[src/rtl/irq_bank_pkg.sv]
package irq_bank_pkg;

    localparam int NUM_SRC  = 4;
    localparam int DATA_W   = 32;
    localparam int ADDR_W   = 2;
    localparam int GLB_BIT  = 31;

    localparam int SRC_WR_HALF  = 0;
    localparam int SRC_RD_HALF  = 1;
    localparam int SRC_WR_EMPTY = 2;
    localparam int SRC_RD_FULL  = 3;

    typedef enum logic [ADDR_W-1:0] {
        SEL_GLOBAL = 2'd0,
        SEL_STATUS = 2'd1,
        SEL_ENABLE = 2'd2,
        SEL_NONE   = 2'd3
    } reg_sel_e;

    typedef struct packed {
        logic              wr;
        logic              rd;
        reg_sel_e          sel;
        logic [DATA_W-1:0] data;
    } bus_req_t;

    function automatic logic [DATA_W-1:0] widen_src(input logic [NUM_SRC-1:0] v);
        logic [DATA_W-1:0] r;
        r = '0;
        r[NUM_SRC-1:0] = v;
        return r;
    endfunction

    function automatic logic [DATA_W-1:0] widen_glb(input logic g);
        logic [DATA_W-1:0] r;
        r = '0;
        r[GLB_BIT] = g;
        return r;
    endfunction

endpackage

[src/rtl/irq_edge_detect.sv]
module irq_edge_detect #(
    parameter int N = 4
) (
    input  logic         clk,
    input  logic         rst,
    input  logic [N-1:0] lvl,
    output logic [N-1:0] rise
);
    logic [N-1:0] lvl_q;

    for (genvar i = 0; i < N; i++) begin : g_bit
        always_ff @(posedge clk) begin
            if (rst) lvl_q[i] <= 1'b0;
            else     lvl_q[i] <= lvl[i];
        end
        assign rise[i] = lvl[i] & ~lvl_q[i];
    end
endmodule

[src/rtl/irq_status_reg.sv]
module irq_status_reg #(
    parameter int N = 4
) (
    input  logic         clk,
    input  logic         rst,
    input  logic         flip_en,
    input  logic [N-1:0] flip_mask,
    input  logic [N-1:0] set_mask,
    output logic [N-1:0] status
);
    logic [N-1:0] flipped;

    always_comb begin
        flipped = status;
        if (flip_en) flipped = status ^ flip_mask;
    end

    // event set is applied after the flip so it has priority
    always_ff @(posedge clk) begin
        if (rst) status <= '0;
        else     status <= flipped | set_mask;
    end
endmodule

[src/rtl/irq_read_mux.sv]
module irq_read_mux
    import irq_bank_pkg::*;
(
    input  logic               clk,
    input  logic               rst,
    input  logic               rd,
    input  reg_sel_e           sel,
    input  logic               glb,
    input  logic [NUM_SRC-1:0] status,
    input  logic [NUM_SRC-1:0] enable,
    output logic [DATA_W-1:0]  rdata
);
    logic [DATA_W-1:0] sel_word;

    always_comb begin
        unique case (sel)
            SEL_GLOBAL: sel_word = widen_glb(glb);
            SEL_STATUS: sel_word = widen_src(status);
            SEL_ENABLE: sel_word = widen_src(enable);
            default:    sel_word = '0;
        endcase
    end

    always_ff @(posedge clk) begin
        if (rst)     rdata <= '0;
        else if (rd) rdata <= sel_word;
    end
endmodule

[src/rtl/irq_bank_top.sv]
module irq_bank_top
    import irq_bank_pkg::*;
(
    input  logic              clk,
    input  logic              rst,
    input  logic              wr_en,
    input  logic              rd_en,
    input  logic [ADDR_W-1:0] reg_addr,
    input  logic [DATA_W-1:0] wr_data,
    output logic [DATA_W-1:0] rd_data,
    input  logic [NUM_SRC-1:0] evt_in,
    output logic              irq
);
    bus_req_t           req;
    logic [NUM_SRC-1:0] evt_rise;
    logic [NUM_SRC-1:0] status_q;
    logic [NUM_SRC-1:0] enable_q;
    logic               glb_q;
    logic               req_any;
    logic               unused_wr_bits;

    assign req.wr   = wr_en;
    assign req.rd   = rd_en;
    assign req.sel  = reg_sel_e'(reg_addr);
    assign req.data = wr_data;

    assign unused_wr_bits = ^req.data[GLB_BIT-1:NUM_SRC];

    irq_edge_detect #(.N(NUM_SRC)) u_edge (
        .clk  (clk),
        .rst  (rst),
        .lvl  (evt_in),
        .rise (evt_rise)
    );

    irq_status_reg #(.N(NUM_SRC)) u_status (
        .clk       (clk),
        .rst       (rst),
        .flip_en   (req.wr && req.sel == SEL_STATUS),
        .flip_mask (req.data[NUM_SRC-1:0]),
        .set_mask  (evt_rise),
        .status    (status_q)
    );

    always_ff @(posedge clk) begin
        if (rst) begin
            enable_q <= '0;
            glb_q    <= 1'b0;
        end else if (req.wr) begin
            if (req.sel == SEL_ENABLE) enable_q <= req.data[NUM_SRC-1:0];
            if (req.sel == SEL_GLOBAL) glb_q    <= req.data[GLB_BIT];
        end
    end

    assign req_any = |(status_q & enable_q);

    always_ff @(posedge clk) begin
        if (rst) irq <= 1'b0;
        else     irq <= glb_q & req_any;
    end

    irq_read_mux u_rd (
        .clk    (clk),
        .rst    (rst),
        .rd     (req.rd),
        .sel    (req.sel),
        .glb    (glb_q),
        .status (status_q),
        .enable (enable_q),
        .rdata  (rd_data)
    );
endmodule

[config.mk]
export PLATFORM = sky130hd
export DESIGN_NAME = irq_bank_top
export DESIGN_NICKNAME = d
export VERILOG_FILES = /design/src/rtl/irq_bank_pkg.sv /design/src/rtl/irq_edge_detect.sv /design/src/rtl/irq_status_reg.sv /design/src/rtl/irq_read_mux.sv /design/src/rtl/irq_bank_top.sv
export SDC_FILE = /design/constraint.sdc
export NUM_CORES = 1
export LEC_CHECK = 0
export BUFFER_PORTS_ARGS = -buffer_cell sky130_fd_sc_hd__buf_4
export CAP_MARGIN = 25
export CORE_AREA = 4 4 70 46
export DETAILED_ROUTE_END_ITERATION = 8
export DIE_AREA = 0 0 74 50
export PLACE_DENSITY = 0.76
export SLEW_MARGIN = 10
export SYNTH_ARGS = -nofsm -noshare
export SYNTH_HDL_FRONTEND = slang
export SYNTH_SLANG_ARGS = --single-unit
[constraint.sdc]
create_clock -name clk -period 1.33 [get_ports clk]
set_clock_uncertainty 0.05 [all_clocks]
set_input_delay 0.0665 -clock clk [delete_from_list [all_inputs] [get_ports clk]]
set_output_delay 0.0665 -clock clk [all_outputs]
set_load 0.05 [all_outputs]
==> summary.txt, run 1 <==
Worst setup path
  – Critical path class: reg -> reg
  – CP Launch Type: flip-flop
  – WP depth: 3
  – Crit path max-delay family: compound AO/OA/AOI/OAI gates
  – CP arrival: 1.12 ns
  – Critical Path Max Stage Delay: roughly 0.33 ns
  – Required @ worst endpoint: 1.42 ns
  – Worst-path fanout max: 3
  – R2R Setup Slk: 0.30 ns
  – Worst path bufs/invs: 0
  – CP Capture Type: flip-flop
  – Critical Path, Cell by Cell: a22o_1 > a221oi_1 > nor3b_1
  – Reg2reg start: u_status.status[1]
  – Worst-case reg-to-reg path depth: 3
  – CP max-delay cell: dfxtp_1
  – Critical path destination: irq
  – Worst Setup SP: u_status.status[1]
  – RR Endpoint: irq

Logic synthesis
  – Number of synthesized flops with an enable pin: 0
  – Average cell area after synthesis: 9.30 um^2
  – Seq/Total Area, Yosys: 39.3%
  – Number of synthesis warnings: 0
  – Simple-gate share of the synthesized area: 17.6%
  – Post-Synthesis Cell Area: 967 um^2
  – Cell with the most instances after synthesis: buf_4
  – Area leader, netlist: dfxtp_1
  – Adder and majority gate portion of the synthesized area: 0%
  – Post-synth ARST share: 0%
  – Prevailing post-synth register cell: dfxtp_1
  – Area fraction in compound gates after synthesis: 12.2%
  – Top post-synthesis cells by area: dfxtp_1 39%, buf_4 21%, mux2i_1 4.1%, nand4b_1 3.6%, xor2_1 3.6%
  – Synth cell count leaders: 27 x buf_4, 19 x dfxtp_1, 9 x nor2_1, 6 x a21oi_1, 5 x nand2b_1
  – Post-synthesis xor/xnor area fraction: 3.62%
  – Unique masters post-synth: 22
  – Post-synthesis mux area share: 4.14%
  – Share of the synthesized area in the top cell type: between 30% and 40%
  – Mapped Cells: ~100
  – Synth Register Bits: 19
  – Largest family of logic cells by synthesized area: buffers and inverters

Drt
  – Drt total wl: 1940 um
  – Vias post-DR: 712
  – Via/cell ratio: 4.48
  – DRC errors left: 0
  – Pre-antenna DRT Iters: 4
  – Wirelength per Cell: 12.2 um
  – Final ANT Viol Nets: 0
  – Detailed router's first-iteration violation count: 22

Outcome
  – Status: finished, final reports clean

Global route
  – Largest net degree at the start of global routing: 20
  – First-pass GRT wire length: 3110 um
  – Gr ovfl total: 0
  – Initial antenna violation count: 0
  – Overall Global Routing Usage: 11.1%
  – Vias in the first global route: between 600 and 700

Clock tree
  – Clk sink count: 19
  – Clock Tree Buf Depth: 2
  – Insertion delay to the later sink of the worst-skew pair: 0.26 ns
  – Root buf cell: clkbuf_8
  – H-tree depth: 1
  – CTS tree: done
  – Clock transition at the registers of the reported paths: about 0.070 ns
  – CTS buffer count: 3

Floorplan
  – Ports: 75
  – Die X: 74 um
  – Die H: 50 um
  – Num rows: 14
  – Initial core utilization: slightly below 40%
  – Die area: 3700 um^2
  – Core area: roughly 2500 um^2

Finish
  – Util after Layout: approximately 45%
  – Post-Layout Cell Count: 159
  – FILL cells: 262
  – Nets@finish: 170
  – Area delta synth->final: 15.9%
  – Antenna Cells: 0
  – Layout cells sized above 1: 21.3%

Placement
  – Placed cell count: roughly 150
  – Port Buffers: 20
  – Pre-CTS worst setup slack: 0.301 ns
  – Post-DP HPWL: 1530 um
  – Routability congestion estimate from global placement: 0.868

STA
  – Fin crit share: around 77%
  – Final Slew Violations: 0
  – Final setup TNS: 0 ns
  – Final-report setup violation count: 0
  – Unrepaired setup endpoints after global routing: false
  – Max Freq: 975 MHz
  – Hold Fails Final Rpt: 0
  – Final worst setup slack: 0.305 ns
  – Min Tclk post-route: 1.03 ns

Job
  – MaxCap Viol Count: 0

Power and ir drop
  – Max VDD drop: 0.000470 V
  – Power Dens Cells: 1200 nW/um^2
  – Leakage: 0.518 nW

Hold path
  – Worst hold path type: in -> reg
[repair_timing]
item | 4_1_cts | 5_1_grt
buffers inserted | 0 | 0
hold buffers | 3 | 1
hold endpoints to repair | 3 | 1
resized for setup | 0 | 0
[metrics by stage]
stage	power (mW)	hold WS, ns	cell area, um^2
after floorplan	0.951	0.145	1060
after global placement	0.948	0.244	1030
after detailed placement	0.955	0.248	1030
after CTS	1.36	0.00487	1110
after global routing	1.42	0.0134	1120
final	1.35	0.0159	1120
[routing by layer]
metal	wire [um]	track usage [%]
met1	858	13.7
met5	0	0
met2	867	16.6
met3	179	4.67
met4	32	5.42
[power breakdown]
part	switching, mW	internal (mW)
clock	0.188	0.208
combinational	0.254	0.0815
sequential	0.0202	0.599
[cells by family (layout without fill, tap and decap cells)]
kind of cell    after synthesis  count (layout)
other cells                   1              27
xor+xnor                      4               4
compound gates               17              17
flops                        19              19
simple gates                 28              28
mux                           4               4
buf+inv                      31              28
[placed cells by master, fill, tap and decap left out, drive strengths merged]
cell type	synthesis	routed
conb	1	27
buf	29	20
dfxtp	19	19
nor2	9	9
a21oi	6	6
nand2b	5	5
nor2b	4	4
nand4b	4	4
xor2	4	4
a22oi	4	4
a211oi	4	4
mux2i	4	4
dlygate4sd3	0	4
clkbuf	2	3
nand3	2	2
and2b	2	2
nand3b	1	1
a21bo	1	1
a22o	1	1
a221oi	1	1
nor3b	1	1
clkinv	0	1
[area by class of cell]
class                           instances  area [um^2]  area share [%]
Multi-Input combinational cell         80          464            41.4
Sequential cell                        19          380            33.9
Clock buffer                            3         41.3            3.68
Clock inverter                          1         5.00           0.446
Tap cell                               32         40.0            3.57
Timing Repair Buffer                   24          190            17.0
[flip-flops by register name, summed over array words and instances (netlist names)]
signal and cells:
u_edge.lvl_q 4, enable_q 4, irq 1, glb_q 1, u_rd.rdata 5, u_status.status 4
[how the worst min path moves through the flow]
stage               start              end  slack [ns]  cells past startpoint
6_report            rd_en    u_rd.rdata[1]        0.02                      2
3_3_place_gp    evt_in[0]  u_edge.lvl_q[0]        0.24                      2
2_1_floorplan   evt_in[0]  u_edge.lvl_q[0]        0.14                      1
4_1_cts         evt_in[2]  u_edge.lvl_q[2]       0.005                      2
5_1_grt        wr_data[3]      enable_q[3]        0.01                      3
3_5_place_dp    evt_in[3]  u_edge.lvl_q[3]        0.25                      2
No activity file was read; power rests on OpenSTA's default activity.
==> run 2, diff against run 1 <==
clock period = 1.1 ns   (was 1.33 ns; I/O delays follow)
==> run 2 against run 1 <==
- register-to-register slack worse by 0.23 ns
- combinational power is 22% higher
- global-route usage is 0.13 points higher
- non-clock buffer count up 1
==> summary.txt, run 2 (same netlist as run 1, synthesis figures left out) <==
Global route
  – Initial antenna violation count: 0 (unchanged)
  – Gr busiest metal: met2 (unchanged)
  – Routing usage on met1: 13.9% (was 13.7%)
  – Met2 Track Usage GR: 16.9% (was 16.6%)
  – Met3 Usage GRT: 4.46% (was 4.67%)
  – Overall Global Routing Usage: 11.3% (was 11.1%)
  – Vias in the first global route: 701 (was 695)
  – First-pass GRT wire length: 3140 um (was 3110 um)
  – Largest net degree at the start of global routing: 20 (unchanged)
  – Gr ovfl total: 0 (unchanged)

Finish
  – Layout cells sized above 1: 21.1% (was 21.3%)
  – Post-Layout Cell Count: 160 (was 159)
  – Biggest register: u_rd.rdata (unchanged)
  – Finished Cell Area: 1130 um^2 (was 1120 um^2)
  – Nets@finish: 171 (was 170)
  – Most frequent cells in the layout: 27 x conb_1, 20 x buf_4, 19 x dfxtp_1 (unchanged)
  – Area delta synth->final: 16.9% (was 15.9%)
  – Util after Layout: 45.2% (was 44.8%)
  – Commonest non-fill, non-tap cell in the layout: conb_1 (unchanged)
  – Largest register FFs: 5 (unchanged)
  – Antenna Cells: 0 (unchanged)

STA
  – Hold WS: 0.00500 ns (was 0.0159 ns)
  – Fin crit share: 93.2% (was 77.1%)
  – Final worst setup slack: 0.0750 ns (was 0.305 ns)
  – Max Freq: 976 MHz (was 975 MHz)
  – Final-report setup violation count: 0 (unchanged)
  – Final Slew Violations: 0 (unchanged)
  – Unrepaired setup endpoints after global routing: false (unchanged)
  – Min Tclk post-route: 1.03 ns (about the same)
  – Final setup TNS: 0 ns (unchanged)
  – Hold Fails Final Rpt: 0 (unchanged)

Floorplan
  – Num rows: 14 (unchanged)
  – Initial core utilization: 38.6% (unchanged)
  – Die X: 74 um (unchanged)
  – Die H: 50 um (unchanged)
  – Core area: 2500 um^2 (unchanged)
  – Ports: 75 (unchanged)
  – Die area: 3700 um^2 (unchanged)

Clock tree
  – Root buf cell: clkbuf_8 (unchanged)
  – Clock Tree Buf Depth: 2 (unchanged)
  – Hold buffers post-CTS: 5 (was 3)
  – Post-CTS Setup Bufs: 0 (unchanged)
  – CTS tree: done (unchanged)
  – Clock transition at the registers of the reported paths: 0.07 ns (about the same)
  – Insertion delay to the later sink of the worst-skew pair: 0.25 ns (was 0.26 ns)
  – Clk sink count: 19 (unchanged)
  – CTS buffer count: 3 (unchanged)
  – H-tree depth: 1 (unchanged)
  – Post-CTS Resized: 0 (unchanged)

Placement
  – Routability congestion estimate from global placement: 0.868 (unchanged)
  – Post-DP HPWL: 1530 um (unchanged)
  – Port Buffers: 20 (unchanged)
  – Placed cell count: 151 (unchanged)
  – Pre-CTS worst setup slack: 0.0707 ns (was 0.301 ns)
  – Area post-placement: 1030 um^2 (unchanged)

Drt
  – Final ANT Viol Nets: 0 (unchanged)
  – Pre-antenna DRT Iters: 4 (unchanged)
  – Drt total wl: 1940 um (about the same)
  – Detailed router's first-iteration violation count: 26 (was 22)
  – Vias post-DR: 714 (was 712)
  – Via/cell ratio: 4.46 (was 4.48)
  – Wirelength per Cell: 12.1 um (was 12.2 um)
  – DRC errors left: 0 (unchanged)

Worst setup path
  – CP max-delay cell: dfxtp_1 (unchanged)
  – Required @ worst endpoint: 1.19 ns (was 1.42 ns)
  – R2R Setup Slk: 0.07 ns (was 0.30 ns)
  – Worst-path fanout max: 3 (unchanged)
  – CP arrival: 1.12 ns (about the same)
  – Critical Path Max Stage Delay: 0.33 ns (about the same)
  – CP Capture Type: flip-flop (unchanged)
  – Critical path class: reg -> reg (unchanged)
  – Worst-case reg-to-reg path depth: 3 (unchanged)
  – Critical Path, Cell by Cell: a22o_1 > a221oi_1 > nor3b_1 (unchanged)
  – CP Launch Type: flip-flop (unchanged)

Power and ir drop
  – Total power: 1.63 mW (was 1.35 mW)
  – Leakage: 0.522 nW (was 0.518 nW)
  – Max VDD drop: 0.000568 V (was 0.000470 V)
  – Power Dens Cells: 1450 nW/um^2 (was 1200 nW/um^2)

Hold path
  – Worst hold path type: in -> reg (unchanged)
  – Hold path depth: 3 (was 2)

Outcome
  – Status: finished, final reports clean (unchanged)

Job
  – MaxCap Viol Count: 0 (unchanged)
## run 2: final cells by class
type	count	area, um^2
well taps	32	40.0
multi-input cells	80	464
repair buffers	25	200
clock inverters	1	5.00
clock buffers	3	41.3
fillers	261	1370
flip-flops and latches	19	380
## run 2: per-layer routing
layer  vias to the layer above  wire length, um
met5                         -                0
met4                         0               32
met3                         4              181
met2                        34              867
met1                       330              862
li1                        346                -
## run 2: report_power, final
group / total [mW] / switching [mW] / internal, mW
logic: 0.408 / 0.307 / 0.101
registers: 0.748 / 0.0243 / 0.724
clock network: 0.478 / 0.227 / 0.252
## run 2: path summary, 6_finish.rpt
path / from / end
worst max-delay path: u_status.status[1] / irq
worst min register to register: u_rd.rdata[31] / u_rd.rdata[31]
worst max register to register: u_status.status[1] / irq
worst min-delay path: wr_data[0] / enable_q[0]
## run 2: worst max-delay path, delay by kind of cell (launching register included)
kind	cells	cell delay, ns
compound gates	2	0.45
flops	1	0.33
simple gates	1	0.08
